<file path="config.mk">
export PLATFORM = sky130hd
export DESIGN_NAME = admux_front
export DESIGN_NICKNAME = d
export VERILOG_FILES = /design/src/rtl/admux_front.sv
export SDC_FILE = /design/constraint.sdc
export NUM_CORES = 1
export LEC_CHECK = 0
export BUFFER_PORTS_ARGS = -buffer_cell sky130_fd_sc_hd__clkbuf_2
export CORE_MARGIN = 4
export CORE_UTILIZATION = 35
export DETAILED_ROUTE_END_ITERATION = 8
export GPL_TIMING_DRIVEN = 0
export SLEW_MARGIN = 20
export SYNTH_ARGS = -nofsm -noshare
export SYNTH_HDL_FRONTEND = slang
export SYNTH_SLANG_ARGS = --single-unit
</file>
<file path="constraint.sdc">
create_clock -name clk -period 2.2 [get_ports clk]
set_input_delay 0.11 -clock clk [delete_from_list [all_inputs] [get_ports clk]]
set_output_delay 0.11 -clock clk [all_outputs]
set_load 0.005 [all_outputs]
</file>
<file path="src/rtl/admux_front.sv">
module admux_front #(
  parameter int ADDR_W = 24,
  parameter int DQ_W   = 16
) (
  input  logic              clk,
  input  logic              rst_n,
  input  logic              sync_mode,
  input  logic              ce_n,
  input  logic              adv_n,
  input  logic              oe_n,
  input  logic              we_n,
  input  logic [ADDR_W-DQ_W-1:0] addr_hi,
  input  logic [DQ_W-1:0]   dq_in,
  output logic [DQ_W-1:0]   dq_out,
  output logic              dq_oe,
  input  logic              wait_in,
  output logic              wait_out,
  output logic              wait_oe,
  input  logic [DQ_W-1:0]   rd_data,
  output logic [ADDR_W-1:0] word_addr,
  output logic              rd_stb,
  output logic              wr_stb,
  output logic [DQ_W-1:0]   wr_data
);
  localparam int HI_W = ADDR_W - DQ_W;

  logic            adv_q, ce_q, cap_q, mode_q, rd_q, wlow_q;
  logic [DQ_W-1:0] lo_q, wd_q;
  logic [HI_W-1:0] hi_q;

  wire sel       = ~ce_n;
  wire start     = sel & ~adv_n & (adv_q | ce_q);
  wire mode_sync = start ? sync_mode : mode_q;
  wire take      = sel & ~adv_n & (~mode_sync | start | ~cap_q);
  wire data_ph   = sel & adv_n;
  wire rd_act    = data_ph & ~oe_n & cap_q;

  always_ff @(posedge clk or negedge rst_n) begin
    if (!rst_n) begin
      adv_q  <= 1'b1;
      ce_q   <= 1'b1;
      cap_q  <= 1'b0;
      mode_q <= 1'b1;
      rd_q   <= 1'b0;
      wlow_q <= 1'b0;
      lo_q   <= '0;
      hi_q   <= '0;
      wd_q   <= '0;
    end else begin
      adv_q  <= adv_n;
      ce_q   <= ce_n;
      rd_q   <= rd_act;
      wlow_q <= data_ph & ~we_n;
      if (!sel)      cap_q <= 1'b0;
      else if (take) cap_q <= 1'b1;
      if (sel) mode_q <= mode_sync;
      if (take) begin
        lo_q <= dq_in;
        hi_q <= addr_hi;
      end
      if (data_ph & ~we_n) wd_q <= dq_in;
    end
  end

  assign word_addr = (sel & ~adv_n & ~mode_sync) ? {addr_hi, dq_in} : {hi_q, lo_q};
  assign dq_oe     = data_ph & ~oe_n;
  assign dq_out    = dq_oe ? rd_data : '0;
  assign wait_oe   = sel;
  assign wait_out  = wait_in;
  assign rd_stb    = rd_act & ~rd_q;
  assign wr_stb    = data_ph & cap_q & we_n & wlow_q;
  assign wr_data   = wd_q;
endmodule


</file>
==> metrics.yaml, run 1 <==
worst_setup_path:
  cp.arrival_ps: 1990
  cp_slowest_cell: "dfstp_2"
  cp.required_ps: 2090
  cp.depth: 5
  path_cells: "or3b_1 -> nand3_4 -> buf_6 -> mux2_2 -> clkbuf_2"
  path_max_fanout: 10
  slowest_delay_ps: 530
  start_kind: "flop"
  cp_top_family: "simple AND/OR/NAND/NOR gates"
  path_buf_inv: 2
  cp-end-kind: "primary output"
  criticalPathCategory: "flop to primary output"
  worst-r2r-cell-count: 5
grt:
  grt_max_degree: 47
  grt_pass1_wl_um: 7780
  first_global_vias: 1718
  track_usage: 0.130
  overflow: 0
  antenna_found_initial: 0
min_path:
  hold_depth: 2
  hold_path_class: "input port to flop"
sta:
  final_hold_viol_count: 0
  rsz0062_at_grt: "false"
  clock_skew_ps: 4.10
  tns_ps: 0
  fin_crit_sh: 0.955
  max_slew_margin: 0.587
  slew_viol_final: 0
  max_freq_ghz: 0.476
  worst_pin_slew_ps: 620
  setup_slack_ps: 99.0
  setup_violations: 0
  fin_crit_ps: 2100
logic_synthesis:
  yosysUniqueCellTypes: 20
  avgSynthCellArea_um2: 14.6
  yosys-top-cells-area: "dfrtp_1 (49%), mux2_2 (23%), mux2_4 (14%)"
  ys_seq_elements: 46
  yosysSeqAreaShare: 0.522
  synth_top_cell_area_share: 0.487
  synthesis.instances: 151
  synth_top_cell_by_area: "dfrtp_1"
  ys_warn_count: 0
  syn_area_um2: 2210
  synthesis.nets: 199
cells_and_area:
  fill_cells: 582
  mostFrequentLayoutCell: "clkbuf_2"
  drive_gt1_frac: 0.706
  final_cell_count_no_fill: 344
  antenna_cells: 0
  fin_util: 0.495
  nets: 316
  layout_common_cells: "clkbuf_2 (106), mux2_2 (45), dfrtp_1 (43)"
  area_delta_synth_final_pct: 34.9
power_and_ir_drop:
  p_leak_nw: 1.50
  ir_drop_v: 0.000337
  p_per_area_nw_per_um2: 704
  finalPower_mw: 2.10
cts:
  clock_sinks: 46
  clk_pin_slew_worst_paths_ps: 80
  post_cts_buffers: 0
  h-tree-depth: 2
  cts_tree: "built"
  insertion_delay_ps: 290
  cts_buffers: 5
  root_buffer: "clkbuf_8"
  cts_buffer_depth: 2
drt:
  drtIter0Drc: 26
  vias: 1629
  ant_nets: 0
  drt_wl_total_um: 4890
  wl_per_cell_um: 14.2
  drc: 0
  first_pass_iters: 2
  via_per_inst: 4.74
floorplan:
  dieWidth_um: 87.5
  initial_utilization: 0.367
  die_h_um: 87.5
  row_count: 28
  core_um2: 6030
  dieArea_um2: 7650
  io_pins: 109
placed_design:
  portBuffers: 107
  dp_hpwl_um: 3760
  dpl_worst_slack_ps: 236
  gp_congestion: 0.740
  dp.cells: 333
run:
  drv_cap: 0
status:
  status: "complete, no violations"
final timing paths:
check                                 to    start  slack (ps)
max reg2reg                      hi_q[5]   mode_q         360
min in group asynchronous       lo_q[14]    rst_n         400
min                                 rd_q     oe_n          10
max in group asynchronous        lo_q[4]    rst_n        1390
min reg2reg                      hi_q[7]  hi_q[7]         510
max                        word_addr[15]   mode_q         100
timing repair:
action | CTS | global route
endpoints found under the hold margin | 45 | 0
resized for setup | 1 | 3
setup endpoints to repair | 20 | 20
hold buffers | 3 | 0
gates cloned | 0 | 0
pin swaps | 0 | 0
logic make-up after synthesis:
group | synth area share
mux | 0.365
simple gates | 0.0696
buf+inv | 0.0328
flops | 0.522
compound gates | 0.0102
power by group:
group | switching [mW] | internal (mW)
Clock | 0.262 | 0.256
Sequential | 0.0641 | 0.981
Combinational | 0.202 | 0.336
cells in the mapped netlist (all sizes together):
master,instances
buf,7
nand3,2
nor2,4
o21a,1
dfstp,3
inv,2
nor4,1
dfrtp,43
a21oi,1
or3b,1
clkbuf,1
o21ai,2
and2,16
nor3,1
mux2,65
nand2b,1
worst reg2reg max path, stage by stage (launching register included):
cell	delay, ps
dfstp_2	530
or3b_1	410
o21a_1	200
buf_6	130
buf_6	160
mux2_4	300
sequential cells by signal, indices dropped and copies added (netlist names):
| register | cells |
|---|---|
| wr_data | 16 |
| cap_q | 1 |
| hi_q | 8 |
| ce_q | 1 |
| adv_q | 1 |
| wlow_q | 1 |
| mode_q | 1 |
| lo_q | 16 |
| rd_q | 1 |
through the flow:
stage / hold WS [ps] / area, um2
global placement: 251 / 2840
CTS: 5.33 / 2970
floorplan: -186 / 2210
finish: 13.4 / 2980
detailed placement: 200 / 2840
global route: 15.3 / 2980
metal layers:
| metal | vias to the layer above | part of all wire | global-route usage |
|---|---|---|---|
| met2 | 64 | 0.52 | 0.247 |
| met1 | 804 | 0.38 | 0.140 |
| met3 | 2 | 0.083 | 0.0312 |
| met5 | - | 0 | 0 |
| li1 | 759 | - | - |
| met4 | 0 | 0.0078 | 0.0418 |
cell type report:
| type | count | area, um2 | area share |
|---|---|---|---|
| Sequential cell | 46 | 1150 | 0.387 |
| Clock buffer | 8 | 90.1 | 0.0302 |
| Inverter | 2 | 7.51 | 0.00252 |
| Multi-Input combinational cell | 95 | 996 | 0.334 |
| Tap cell | 75 | 93.8 | 0.0315 |
| Timing Repair Buffer | 110 | 568 | 0.190 |
| Buffer | 8 | 72.6 | 0.0243 |
Note: power is estimated with default switching activity, not from simulation.
==> run 2: changes to the inputs <==
CELL_PAD_IN_SITES_DETAIL_PLACEMENT = 0   (was default)
CELL_PAD_IN_SITES_GLOBAL_PLACEMENT = 1   (was default)
PLACE_DENSITY_LB_ADDON = 0.1   (was default)
==> metrics.yaml, run 2 (same netlist as run 1, synthesis figures left out) <==
status:
  status: "complete, no violations"
sta:
  slew_viol_final: 0
  final_hold_viol_count: 0
  worst_pin_slew_ps: 615
  clock_skew_ps: 3.70
  max_slew_margin: 0.590
  setup_violations: 0
  fin_crit_sh: 0.957
  tns_ps: 0
  rsz0062_at_grt: "false"
  fin_crit_ps: 2110
  max_freq_ghz: 0.475
floorplan:
  core_um2: 6030
  dieWidth_um: 87.5
  die_h_um: 87.5
  initial_utilization: 0.367
  io_pins: 109
  row_count: 28
  dieArea_um2: 7650
grt:
  top_usage_layer: "met2"
  met3_usage: 0.0369
  track_usage: 0.135
  first_global_vias: 1589
  antenna_found_initial: 0
  grt_pass1_wl_um: 8020
  gr-usage-met2: 0.212
  use_met1: 0.182
  overflow: 0
  grt_max_degree: 47
placed_design:
  dp.cells: 333
  portBuffers: 107
  dp_hpwl_um: 3740
  gp_congestion: 0.696
  place_area_um2: 2840
cells_and_area:
  mostFrequentLayoutCell: "clkbuf_2"
  antenna_cells: 0
  area.sequential_um2: 1150
  final_cell_count_no_fill: 345
  multi_input_area_um2: 996
  nets: 317
  postLayoutCellArea_um2: 3000
  area_delta_synth_final_pct: 35.6
  fill_cells: 589
  drive_gt1_frac: 0.711
  layout_common_cells: "clkbuf_2 (106), mux2_2 (45), dfrtp_1 (43)"
cts:
  clk_pin_slew_worst_paths_ps: 80
  clock_sinks: 46
  post_cts_buffers: 0
  cts_buffers: 5
  h-tree-depth: 2
  cts_tree: "built"
  insertion_delay_ps: 290
  root_buffer: "clkbuf_8"
  cts_buffer_depth: 2
drt:
  drtIter0Drc: 45
  vias: 1524
  drt_wl_total_um: 4950
  wl_per_cell_um: 14.3
  first_pass_iters: 3
  ant_nets: 0
  drc: 0
  via_per_inst: 4.42
worst_setup_path:
  cp.required_ps: 2090
  path_cells: "or3b_1 -> nand3_4 -> buf_6 -> mux2_2 -> clkbuf_2"
  path_buf_inv: 2
  slowest_delay_ps: 530
  cp-end-kind: "primary output"
  cp.arrival_ps: 2000
  cp_top_family: "simple AND/OR/NAND/NOR gates"
  start_kind: "flop"
  cp_slowest_cell: "dfstp_2"
  path_max_fanout: 10
  criticalPathCategory: "flop to primary output"
power_and_ir_drop:
  p_leak_nw: 1.51
  p_per_area_nw_per_um2: 703
  ir_drop_v: 0.000383
  finalPower_mw: 2.11
run:
  drv_cap: 0
min_path:
  hold_path_class: "input port to flop"
run 2: cell types whose count changed in the layout (fill, tap and decap cells not counted):
cell           before  now
clkbuf_1            3    1
clkinv_2            0    1
clkinvlp_4          0    1
dlygate4sd3_1       3    4
run 2: where the power goes:
part	internal (mW)	switching, mW	total [mW]
Sequential	0.981	0.0647	1.05
Combinational	0.337	0.200	0.537
Clock	0.253	0.274	0.526
run 2: worst reg2reg max path, cell delays in order, from the launching register on:
cell	delay, ps
dfstp_2	530
or3b_1	400
o21a_1	200
buf_6	130
buf_6	160
mux2_4	310
run 2: stage by stage:
stage | utilization | hold WS (ps) | setup WS [ps]
floorplan | - | -186 | 490
global placement | 0.471 | 240 | 227
detailed placement | 0.472 | 200 | 205
CTS | 0.496 | 43.9 | 0.189
global route | 0.498 | 50.4 | 9.29
finish | 0.498 | 56.5 | 94.8
run 2: path summary, 6_finish.rpt:
path                             from            to  slack, ps  cells after the start
min in group asynchronous       rst_n       hi_q[1]        390                      2
max reg2reg                    mode_q       lo_q[5]        360                      5
min                        addr_hi[4]       hi_q[4]         60                      2
max                            mode_q  word_addr[4]         90                      5
min reg2reg                   lo_q[8]       lo_q[8]        510                      1
max in group asynchronous       rst_n      lo_q[10]       1390                      2
run 2: timing repair:
item                                    in CTS  in global routing
endpoints found under the setup margin      20                 20
pin swaps                                    0                  0
gates resized for setup                      2                  2
hold buffers                                 4                  0
gates cloned                                 0                  0
hold endpoints to repair                    46                  0
run 2: area by class of cell:
type | count | share of cell area
clock inverters | 2 | 0.00417
plain buffers | 8 | 0.0242
repair buffers | 111 | 0.193
clock buffers | 6 | 0.0275
well taps | 75 | 0.0313
inverters | 2 | 0.00250
multi-input cells | 95 | 0.332
flip-flops and latches | 46 | 0.385
run 2: routing by layer:
| metal | share of wire | routed length [um] |
|---|---|---|
| met5 | 0 | 0 |
| met2 | 0.50 | 2450 |
| met1 | 0.44 | 2180 |
| met4 | 0.0051 | 25 |
| met3 | 0.058 | 285 |
